File: src/rtl/rdseq_pkg.sv
package rdseq_pkg;

  localparam int KEY_W     = 16;
  localparam int CHAIN_LEN = 6;
  localparam int N_CMD     = 4;
  localparam int CMD_W     = $clog2(N_CMD);

  typedef enum logic [CMD_W-1:0] {
    CMD_AS_OFF = 2'd0,
    CMD_AS_ON  = 2'd1,
    CMD_STORE  = 2'd2,
    CMD_RECALL = 2'd3
  } cmd_kind_e;

  // Key entries that must precede the command address, in order.
  function automatic logic [KEY_W-1:0] chain_key(input int idx);
    case (idx)
      0:       return 16'h4E38;
      1:       return 16'hB1C7;
      2:       return 16'h83E0;
      3:       return 16'h7C1F;
      4:       return 16'h703F;
      default: return 16'h0000;
    endcase
  endfunction

  // Command address for each command kind.
  function automatic logic [KEY_W-1:0] cmd_key(input int idx);
    case (idx)
      0:       return 16'h8B45;
      1:       return 16'h4B46;
      2:       return 16'h8FC0;
      default: return 16'h4C63;
    endcase
  endfunction

  // Store and recall release the data bus on their final read.
  function automatic logic cmd_hides_bus(input logic [CMD_W-1:0] kind);
    return (kind == CMD_STORE) || (kind == CMD_RECALL);
  endfunction

endpackage

File: src/rtl/rdseq_access_decode.sv
module rdseq_access_decode #(
  parameter int ADDR_W = 17,
  parameter int KEY_W  = 16
) (
  input  logic             clk,
  input  logic             rst,
  input  logic             cs_n,
  input  logic             we_n,
  input  logic             oe_n,
  input  logic [ADDR_W-1:0] addr,
  input  logic             busy,
  output logic             rd_stb,
  output logic             rd_lvl,
  output logic             wr_stb,
  output logic [KEY_W-1:0] key
);

  logic              s_cs_n, s_we_n, s_oe_n;
  logic [ADDR_W-1:0] s_addr;
  logic              p_cs_n;
  logic [KEY_W-1:0]  p_key;
  logic              sel, fresh, rd_now, wr_now;

  // Input capture stage plus one cycle of history.
  always_ff @(posedge clk) begin
    if (rst) begin
      s_cs_n <= 1'b1;
      s_we_n <= 1'b1;
      s_oe_n <= 1'b1;
      s_addr <= '0;
      p_cs_n <= 1'b1;
      p_key  <= '0;
    end else begin
      s_cs_n <= cs_n;
      s_we_n <= we_n;
      s_oe_n <= oe_n;
      s_addr <= addr;
      p_cs_n <= s_cs_n;
      p_key  <= s_addr[KEY_W-1:0];
    end
  end

  // Only the low KEY_W address bits decide whether an access is new.
  always_comb begin
    sel    = !s_cs_n;
    fresh  = sel && (p_cs_n || (s_addr[KEY_W-1:0] != p_key));
    rd_now = sel && s_we_n && !s_oe_n;
    wr_now = sel && !s_we_n;
  end

  always_ff @(posedge clk) begin
    if (rst) begin
      rd_stb <= 1'b0;
      rd_lvl <= 1'b0;
      wr_stb <= 1'b0;
      key    <= '0;
    end else begin
      rd_stb <= !busy && fresh && rd_now;
      rd_lvl <= !busy && rd_now;
      wr_stb <= !busy && wr_now;
      key    <= s_addr[KEY_W-1:0];
    end
  end

  assert_stb_is_read_R8: assert property (@(posedge clk) disable iff (rst)
    rd_stb |-> rd_lvl);

  assert_busy_mutes_R10: assert property (@(posedge clk) disable iff (rst)
    busy |=> (!rd_stb && !wr_stb && !rd_lvl));

endmodule

File: src/rtl/rdseq_step_tracker.sv
module rdseq_step_tracker
  import rdseq_pkg::*;
#(
  parameter int KW    = KEY_W,
  parameter int CLEN  = CHAIN_LEN,
  parameter int NCMD  = N_CMD
) (
  input  logic             clk,
  input  logic             rst,
  input  logic             busy,
  input  logic             rd_stb,
  input  logic             rd_lvl,
  input  logic             wr_stb,
  input  logic [KW-1:0]    key,
  output logic             cmd_fire,
  output logic [CMD_W-1:0] cmd_kind,
  output logic             dq_drive
);

  localparam int STEP_W = $clog2(CLEN);
  localparam logic [STEP_W-1:0] LAST_STEP = STEP_W'(CLEN - 1);

  logic [STEP_W-1:0] step, step_nxt;
  logic              hide, hide_nxt;
  logic              fire_nxt;
  logic [CMD_W-1:0]  kind_nxt, kind_hit;
  logic [NCMD-1:0]   hit;
  logic              key_ok, key_first;

  // One comparator per command code.
  generate
    for (genvar k = 0; k < NCMD; k++) begin : g_cmd_cmp
      assign hit[k] = (key == cmd_key(k));
    end
  endgenerate

  always_comb begin
    kind_hit = '0;
    for (int k = 0; k < NCMD; k++)
      if (hit[k]) kind_hit = CMD_W'(k);
  end

  assign key_ok    = (step < LAST_STEP) && (key == chain_key(int'(step)));
  assign key_first = (key == chain_key(0));

  always_comb begin
    step_nxt = step;
    hide_nxt = hide;
    fire_nxt = 1'b0;
    kind_nxt = cmd_kind;
    if (wr_stb) begin
      step_nxt = '0;
      hide_nxt = 1'b0;
    end else if (rd_stb) begin
      hide_nxt = 1'b0;
      if ((step == LAST_STEP) && (|hit)) begin
        fire_nxt = 1'b1;
        kind_nxt = kind_hit;
        step_nxt = '0;
        hide_nxt = cmd_hides_bus(kind_hit);
      end else if (key_ok) begin
        step_nxt = step + 1'b1;
      end else if (key_first) begin
        step_nxt = STEP_W'(1);
      end else begin
        step_nxt = '0;
      end
    end else if (!rd_lvl) begin
      hide_nxt = 1'b0;
    end
  end

  always_ff @(posedge clk) begin
    if (rst || busy) begin
      step     <= '0;
      hide     <= 1'b0;
      cmd_fire <= 1'b0;
      cmd_kind <= '0;
      dq_drive <= 1'b0;
    end else begin
      step     <= step_nxt;
      hide     <= hide_nxt;
      cmd_fire <= fire_nxt;
      cmd_kind <= kind_nxt;
      dq_drive <= rd_lvl && !hide_nxt;
    end
  end

  assert_write_clears_R6: assert property (@(posedge clk) disable iff (rst)
    (wr_stb && !busy) |=> (step == '0));

  assert_busy_clears_R10: assert property (@(posedge clk) disable iff (rst)
    busy |=> (step == '0 && !cmd_fire && !dq_drive));

  assert_drive_needs_read_R2: assert property (@(posedge clk) disable iff (rst)
    dq_drive |-> $past(rd_lvl));

  assert_fire_after_last_R3: assert property (@(posedge clk) disable iff (rst)
    cmd_fire |-> $past(step == LAST_STEP && rd_stb));

endmodule

File: src/rtl/rdseq_cmd_issue.sv
module rdseq_cmd_issue
  import rdseq_pkg::*;
#(
  parameter int NCMD = N_CMD
) (
  input  logic             clk,
  input  logic             rst,
  input  logic             cmd_fire,
  input  logic [CMD_W-1:0] cmd_kind,
  output logic [NCMD-1:0]  pulse,
  output logic             as_en
);

  always_ff @(posedge clk) begin
    if (rst) begin
      pulse <= '0;
      as_en <= 1'b1;
    end else begin
      pulse <= cmd_fire ? (NCMD'(1) << cmd_kind) : '0;
      if (cmd_fire && cmd_kind == CMD_AS_OFF) as_en <= 1'b0;
      if (cmd_fire && cmd_kind == CMD_AS_ON)  as_en <= 1'b1;
    end
  end

  assert_one_cmd_R3: assert property (@(posedge clk) disable iff (rst)
    $onehot0(pulse));

  assert_pulse_single_R3: assert property (@(posedge clk) disable iff (rst)
    (|pulse) |=> (pulse == '0));

  assert_flag_moves_on_cmd_R4: assert property (@(posedge clk) disable iff (rst)
    !$stable(as_en) |-> $past(cmd_fire));

endmodule

File: src/rtl/rdseq_cmd_unit.sv
module rdseq_cmd_unit
  import rdseq_pkg::*;
#(
  parameter int ADDR_W = 17
) (
  input  logic              clk,
  input  logic              rst,
  input  logic              cs_n,
  input  logic              we_n,
  input  logic              oe_n,
  input  logic [ADDR_W-1:0] addr,
  input  logic              busy,
  output logic              bus_drive,
  output logic              autostore_en,
  output logic              cmd_as_off,
  output logic              cmd_as_on,
  output logic              cmd_store,
  output logic              cmd_recall
);

  logic             rd_stb, rd_lvl, wr_stb;
  logic [KEY_W-1:0] key;
  logic             cmd_fire;
  logic [CMD_W-1:0] cmd_kind;
  logic [N_CMD-1:0] pulse;

  rdseq_access_decode #(.ADDR_W(ADDR_W), .KEY_W(KEY_W)) u_decode (
    .clk(clk), .rst(rst), .cs_n(cs_n), .we_n(we_n), .oe_n(oe_n),
    .addr(addr), .busy(busy),
    .rd_stb(rd_stb), .rd_lvl(rd_lvl), .wr_stb(wr_stb), .key(key)
  );

  rdseq_step_tracker #(.KW(KEY_W), .CLEN(CHAIN_LEN), .NCMD(N_CMD)) u_track (
    .clk(clk), .rst(rst), .busy(busy),
    .rd_stb(rd_stb), .rd_lvl(rd_lvl), .wr_stb(wr_stb), .key(key),
    .cmd_fire(cmd_fire), .cmd_kind(cmd_kind), .dq_drive(bus_drive)
  );

  rdseq_cmd_issue #(.NCMD(N_CMD)) u_issue (
    .clk(clk), .rst(rst), .cmd_fire(cmd_fire), .cmd_kind(cmd_kind),
    .pulse(pulse), .as_en(autostore_en)
  );

  assign cmd_as_off = pulse[CMD_AS_OFF];
  assign cmd_as_on  = pulse[CMD_AS_ON];
  assign cmd_store  = pulse[CMD_STORE];
  assign cmd_recall = pulse[CMD_RECALL];

endmodule

File: config.mk
export PLATFORM = sky130hd
export DESIGN_NAME = rdseq_cmd_unit
export DESIGN_NICKNAME = d
export VERILOG_FILES = /design/src/rtl/rdseq_pkg.sv /design/src/rtl/rdseq_access_decode.sv /design/src/rtl/rdseq_step_tracker.sv /design/src/rtl/rdseq_cmd_issue.sv /design/src/rtl/rdseq_cmd_unit.sv
export SDC_FILE = /design/constraint.sdc
export NUM_CORES = 1
export LEC_CHECK = 0
export BUFFER_PORTS_ARGS = -buffer_cell sky130_fd_sc_hd__buf_4
export CORE_MARGIN = 3
export CORE_UTILIZATION = 35
export DETAILED_ROUTE_END_ITERATION = 12
export HOLD_SLACK_MARGIN = 0.15
export PLACE_DENSITY = 0.62
export SLEW_MARGIN = 20
export SYNTH_ARGS = -nofsm -noshare
export SYNTH_HDL_FRONTEND = slang
export SYNTH_HIERARCHICAL = 1
export SYNTH_SLANG_ARGS = --single-unit
File: constraint.sdc
create_clock -name clk -period 4.4 [get_ports clk]
set_clock_uncertainty 0.1 [all_clocks]
set_input_delay 0.22 -clock clk [delete_from_list [all_inputs] [get_ports clk]]
set_output_delay 0.22 -clock clk [all_outputs]
set_load 0.01 [all_outputs]
==> flow_results.xml <==
<?xml version="1.0" encoding="UTF-8"?>
<metrics>
  <group name="pwr">
    <metric name="power.density_cell_area" unit="nW/um2">304</metric>
    <metric name="leakage_power_of_the_design" unit="nW">1.14</metric>
    <metric name="design_power_total" unit="mW">0.864</metric>
    <metric name="vdd_ir_drop_max" unit="mV">0.215</metric>
  </group>
  <group name="detailed_routing">
    <metric name="detail_route.wirelength.met1" unit="mm">2.06</metric>
    <metric name="routed-via-count" unit="">1715</metric>
    <metric name="detailroute.wirelength.met3" unit="um">135</metric>
    <metric name="wl_met2" unit="mm">2.01</metric>
    <metric name="finalWirelength" unit="mm">4.28</metric>
    <metric name="firstDrtPassIters" unit="">4</metric>
    <metric name="antenna_left" unit="">0</metric>
    <metric name="drt-initial-drc-count" unit="">116</metric>
    <metric name="wire_per_inst" unit="um">12.1</metric>
    <metric name="top_layer_used" unit="">met4</metric>
    <metric name="drt_drc_violations_left" unit="">0</metric>
    <metric name="vias_per_cell" unit="">4.84</metric>
  </group>
  <group name="critical_path">
    <metric name="critPathLaunch" unit="">u_track/step[0]$_SDFFE_PP0P_</metric>
    <metric name="timing.critical_path.to_type" unit="">flop</metric>
    <metric name="rr_startpoint" unit="">u_track/step[0]$_SDFFE_PP0P_</metric>
    <metric name="cp_data_required_time" unit="ns">4.51</metric>
    <metric name="timing_worst_setup_path_type" unit="">flop to flop</metric>
    <metric name="start_kind" unit="">flop</metric>
    <metric name="worst-r2r-cell-count" unit="">9</metric>
    <metric name="cp.arrival" unit="ns">2.75</metric>
    <metric name="crit_path_max_fanout" unit="">5</metric>
  </group>
  <group name="cts">
    <metric name="cts_post_setup_buffers_inserted" unit="">0</metric>
    <metric name="tritoncts" unit="">yes</metric>
    <metric name="numClockSinks" unit="">52</metric>
    <metric name="cts_buffer_depth" unit="">2</metric>
    <metric name="clock_latency_late_sink" unit="ns">0.31</metric>
    <metric name="cts.reportedPaths.clkPinSlew" unit="ns">0.10</metric>
    <metric name="number_of_buffers_created_by_cts" unit="">5</metric>
    <metric name="cts.htree.levels" unit="">2</metric>
    <metric name="cts.root.buffer_cell" unit="">sky130_fd_sc_hd__clkbuf_8</metric>
    <metric name="cts-resized-gates" unit="">0</metric>
  </group>
  <group name="timing">
    <metric name="fmaxAchievable" unit="MHz">378</metric>
    <metric name="rsz_0062_raised_after_global_routing" unit="">false</metric>
    <metric name="final.setup.tns" unit="ns">0</metric>
    <metric name="hold_viol_final" unit="">0</metric>
    <metric name="report.final.slew_viol_count" unit="">0</metric>
    <metric name="max_slew_margin" unit="%">56.1</metric>
    <metric name="min_period" unit="ns">2.64</metric>
    <metric name="setup_viol" unit="">0</metric>
    <metric name="period_share" unit="%">60.1</metric>
    <metric name="tightest_slew" unit="ns">0.652</metric>
  </group>
  <group name="final_layout">
    <metric name="final_nets" unit="">306</metric>
    <metric name="nFillCells" unit="">609</metric>
    <metric name="ratio_of_cells_with_drive_above_1_in_the_final_layout" unit="%">18.3</metric>
    <metric name="most-common-layout-cells" unit="">sky130_fd_sc_hd__dfxtp_1, sky130_fd_sc_hd__nor2b_1, sky130_fd_sc_hd__buf_4, sky130_fd_sc_hd__dlygate4sd3_1, sky130_fd_sc_hd__xor2_1</metric>
    <metric name="diodes" unit="">0</metric>
    <metric name="final_core_util" unit="%">46.6</metric>
    <metric name="area_delta_synth_final" unit="%">25.3</metric>
    <metric name="most_frequent_standard_cell_in_the_layout_excluding_fill_and_tap_cells" unit="">sky130_fd_sc_hd__dfxtp_1</metric>
  </group>
  <group name="yosys">
    <metric name="synth_async_sr_flop_share" unit="%">0</metric>
    <metric name="average_cell_area_after_synthesis" unit="um2">9.90</metric>
    <metric name="synth.lib_cells_used.distinct" unit="">47</metric>
    <metric name="synth_enable_flop_cells" unit="">0</metric>
    <metric name="ys.warnings.count" unit="">6</metric>
    <metric name="synth_seq_area_share" unit="%">45.9</metric>
    <metric name="syn_area" unit="um2">2270</metric>
    <metric name="yosys_most_used_dff" unit="">sky130_fd_sc_hd__dfxtp_1</metric>
    <metric name="syn_inst" unit="">229</metric>
    <metric name="synth.ff_latch_count" unit="">52</metric>
    <metric name="synth_nets" unit="">257</metric>
  </group>
  <group name="global_routing">
    <metric name="grt_max_degree" unit="">47</metric>
    <metric name="global_route_wire_length_before_repair" unit="mm">7.54</metric>
    <metric name="number_of_global_route_vias_before_repair" unit="">1620</metric>
    <metric name="antenna_found_initial" unit="">0</metric>
    <metric name="grt_use_total" unit="%">12.7</metric>
    <metric name="gr-total-overflow" unit="">0</metric>
  </group>
  <group name="die">
    <metric name="ios" unit="">29</metric>
    <metric name="core" unit="um2">6100</metric>
    <metric name="dieArea" unit="um2">7480</metric>
    <metric name="die_width" unit="um">86.5</metric>
    <metric name="num_rows" unit="">28</metric>
    <metric name="die_h" unit="um">86.5</metric>
    <metric name="initial_core_util" unit="%">37.2</metric>
  </group>
  <group name="hold_path">
    <metric name="min_delay_path_class" unit="">input port to flop</metric>
    <metric name="timing.hold.worst.start" unit="">rst</metric>
    <metric name="hold_depth" unit="">2</metric>
  </group>
  <group name="placed_design">
    <metric name="place.gp.congestion" unit="">0.888</metric>
    <metric name="buffer_ports.inserted" unit="">27</metric>
    <metric name="place_hpwl" unit="mm">2.99</metric>
  </group>
  <group name="job">
    <metric name="maxcap_violations" unit="">0</metric>
  </group>
  <group name="status">
    <metric name="result_of_the_run" unit="">complete, no violations</metric>
  </group>
</metrics>
## cells in the mapped netlist, types with 2 or more instances
master,count,area (um2)
sky130_fd_sc_hd__and3_1,2,12.5
sky130_fd_sc_hd__nor2_1,9,33.8
sky130_fd_sc_hd__nor3_1,6,30.0
sky130_fd_sc_hd__nand4b_1,2,17.5
sky130_fd_sc_hd__ha_1,5,62.6
sky130_fd_sc_hd__a21oi_1,11,55.1
sky130_fd_sc_hd__clkbuf_1,5,18.8
sky130_fd_sc_hd__nand4_1,4,25.0
sky130_fd_sc_hd__mux2i_1,5,50.1
sky130_fd_sc_hd__nand3b_1,2,15.0
sky130_fd_sc_hd__and2b_1,2,15.0
sky130_fd_sc_hd__a221oi_1,2,17.5
sky130_fd_sc_hd__and2_1,2,12.5
sky130_fd_sc_hd__dfxtp_1,52,1040
sky130_fd_sc_hd__a31oi_1,2,12.5
sky130_fd_sc_hd__nor4b_4,2,47.6
sky130_fd_sc_hd__o21ai_0,6,30.0
sky130_fd_sc_hd__nand3_1,5,25.0
sky130_fd_sc_hd__nand2_1,6,22.5
sky130_fd_sc_hd__nor4_2,3,37.5
sky130_fd_sc_hd__xor2_1,16,140
sky130_fd_sc_hd__nor4_1,4,25.0
sky130_fd_sc_hd__inv_1,6,22.5
sky130_fd_sc_hd__or2_2,5,31.3
sky130_fd_sc_hd__and4bb_2,2,25.0
sky130_fd_sc_hd__nand2b_1,9,56.3
sky130_fd_sc_hd__nor2b_1,34,213
## critical path, cell delays in order (launching register included)
cell	delay, ns
sky130_fd_sc_hd__dfxtp_1	0.42
sky130_fd_sc_hd__inv_1	0.11
sky130_fd_sc_hd__ha_1	0.27
sky130_fd_sc_hd__o31ai_1	0.37
sky130_fd_sc_hd__nor2_1	0.08
sky130_fd_sc_hd__a221oi_1	0.23
sky130_fd_sc_hd__nor2_1	0.07
sky130_fd_sc_hd__nor4_1	0.57
sky130_fd_sc_hd__mux2i_1	0.27
sky130_fd_sc_hd__a21oi_1	0.08
## layout make-up
cell class	instances	area [um2]	area share [%]
inverters	6	22.5	0.793
clock inverters	2	13.8	0.484
repair buffers	47	403	14.2
flip-flops and latches	52	1040	36.6
well taps	75	93.8	3.30
clock buffers	6	82.6	2.91
multi-input cells	166	1180	41.7
## cells by family (layout without fill, tap and decap cells)
logic type | count (synthesis) | count (layout) | synth area share (%)
simple gates | 110 | 110 | 32.8
flops | 52 | 52 | 45.9
compound gates | 30 | 30 | 8.33
xor+xnor | 16 | 16 | 6.18
buf+inv | 11 | 61 | 1.82
fa+ha+maj | 5 | 5 | 2.76
mux | 5 | 5 | 2.21
## report_power, final
part           total, mW  switching (mW)  internal, mW
Sequential         0.501          0.0146         0.486
Combinational     0.0749          0.0276        0.0473
Clock              0.288           0.159         0.129
Total              0.864           0.201         0.662
## final timing paths
path / end / slack, ns
min reg2reg: u_decode/wr_stb$_SDFF_PP0_ / 0.32
min: u_decode/key[9]$_SDFF_PP0_ / 0.24
max reg2reg: u_track/step[0]$_SDFFE_PP0P_ / 1.76
max: u_track/step[0]$_SDFFE_PP0P_ / 1.76
## stage by stage
step | instances | setup WS, ns | hold WS, ns | cell area, um2
detailed placement | 326 | 1.80 | 0.309 | 2540
global route | 354 | 1.53 | 0.249 | 2840
global placement | 326 | 1.82 | 0.305 | 2540
finish | 354 | 1.76 | 0.243 | 2840
CTS | 354 | 1.78 | 0.244 | 2840
floorplan | 229 | 1.97 | 0.192 | 2270
## registers in the layout (all words and copies together) (netlist names)
name,cells
u_decode/s_addr,16
u_decode/s_cs_n,1
u_track/cmd_fire,1
u_decode/rd_lvl,1
u_issue/pulse,4
u_decode/key,16
u_track/hide,1
u_track/step,3
u_track/dq_drive,1
u_decode/s_oe_n,1
u_decode/wr_stb,1
u_track/cmd_kind,2
u_decode/s_we_n,1
u_decode/p_cs_n,1
u_decode/rd_stb,1
u_issue/as_en,1
## metal layers
metal  up-vias  GRT usage (%)
met1       786           15.9
met3         5           3.42
met2        26           20.7
met5         -              0
met4         0           5.10
li1        898              -
## timing repair
action / CTS / global route
hold endpoints to repair: 26 / 0
setup endpoints to repair: 0 / 0
hold buffers: 20 / 0
No activity file was read; power rests on OpenSTA's default activity.
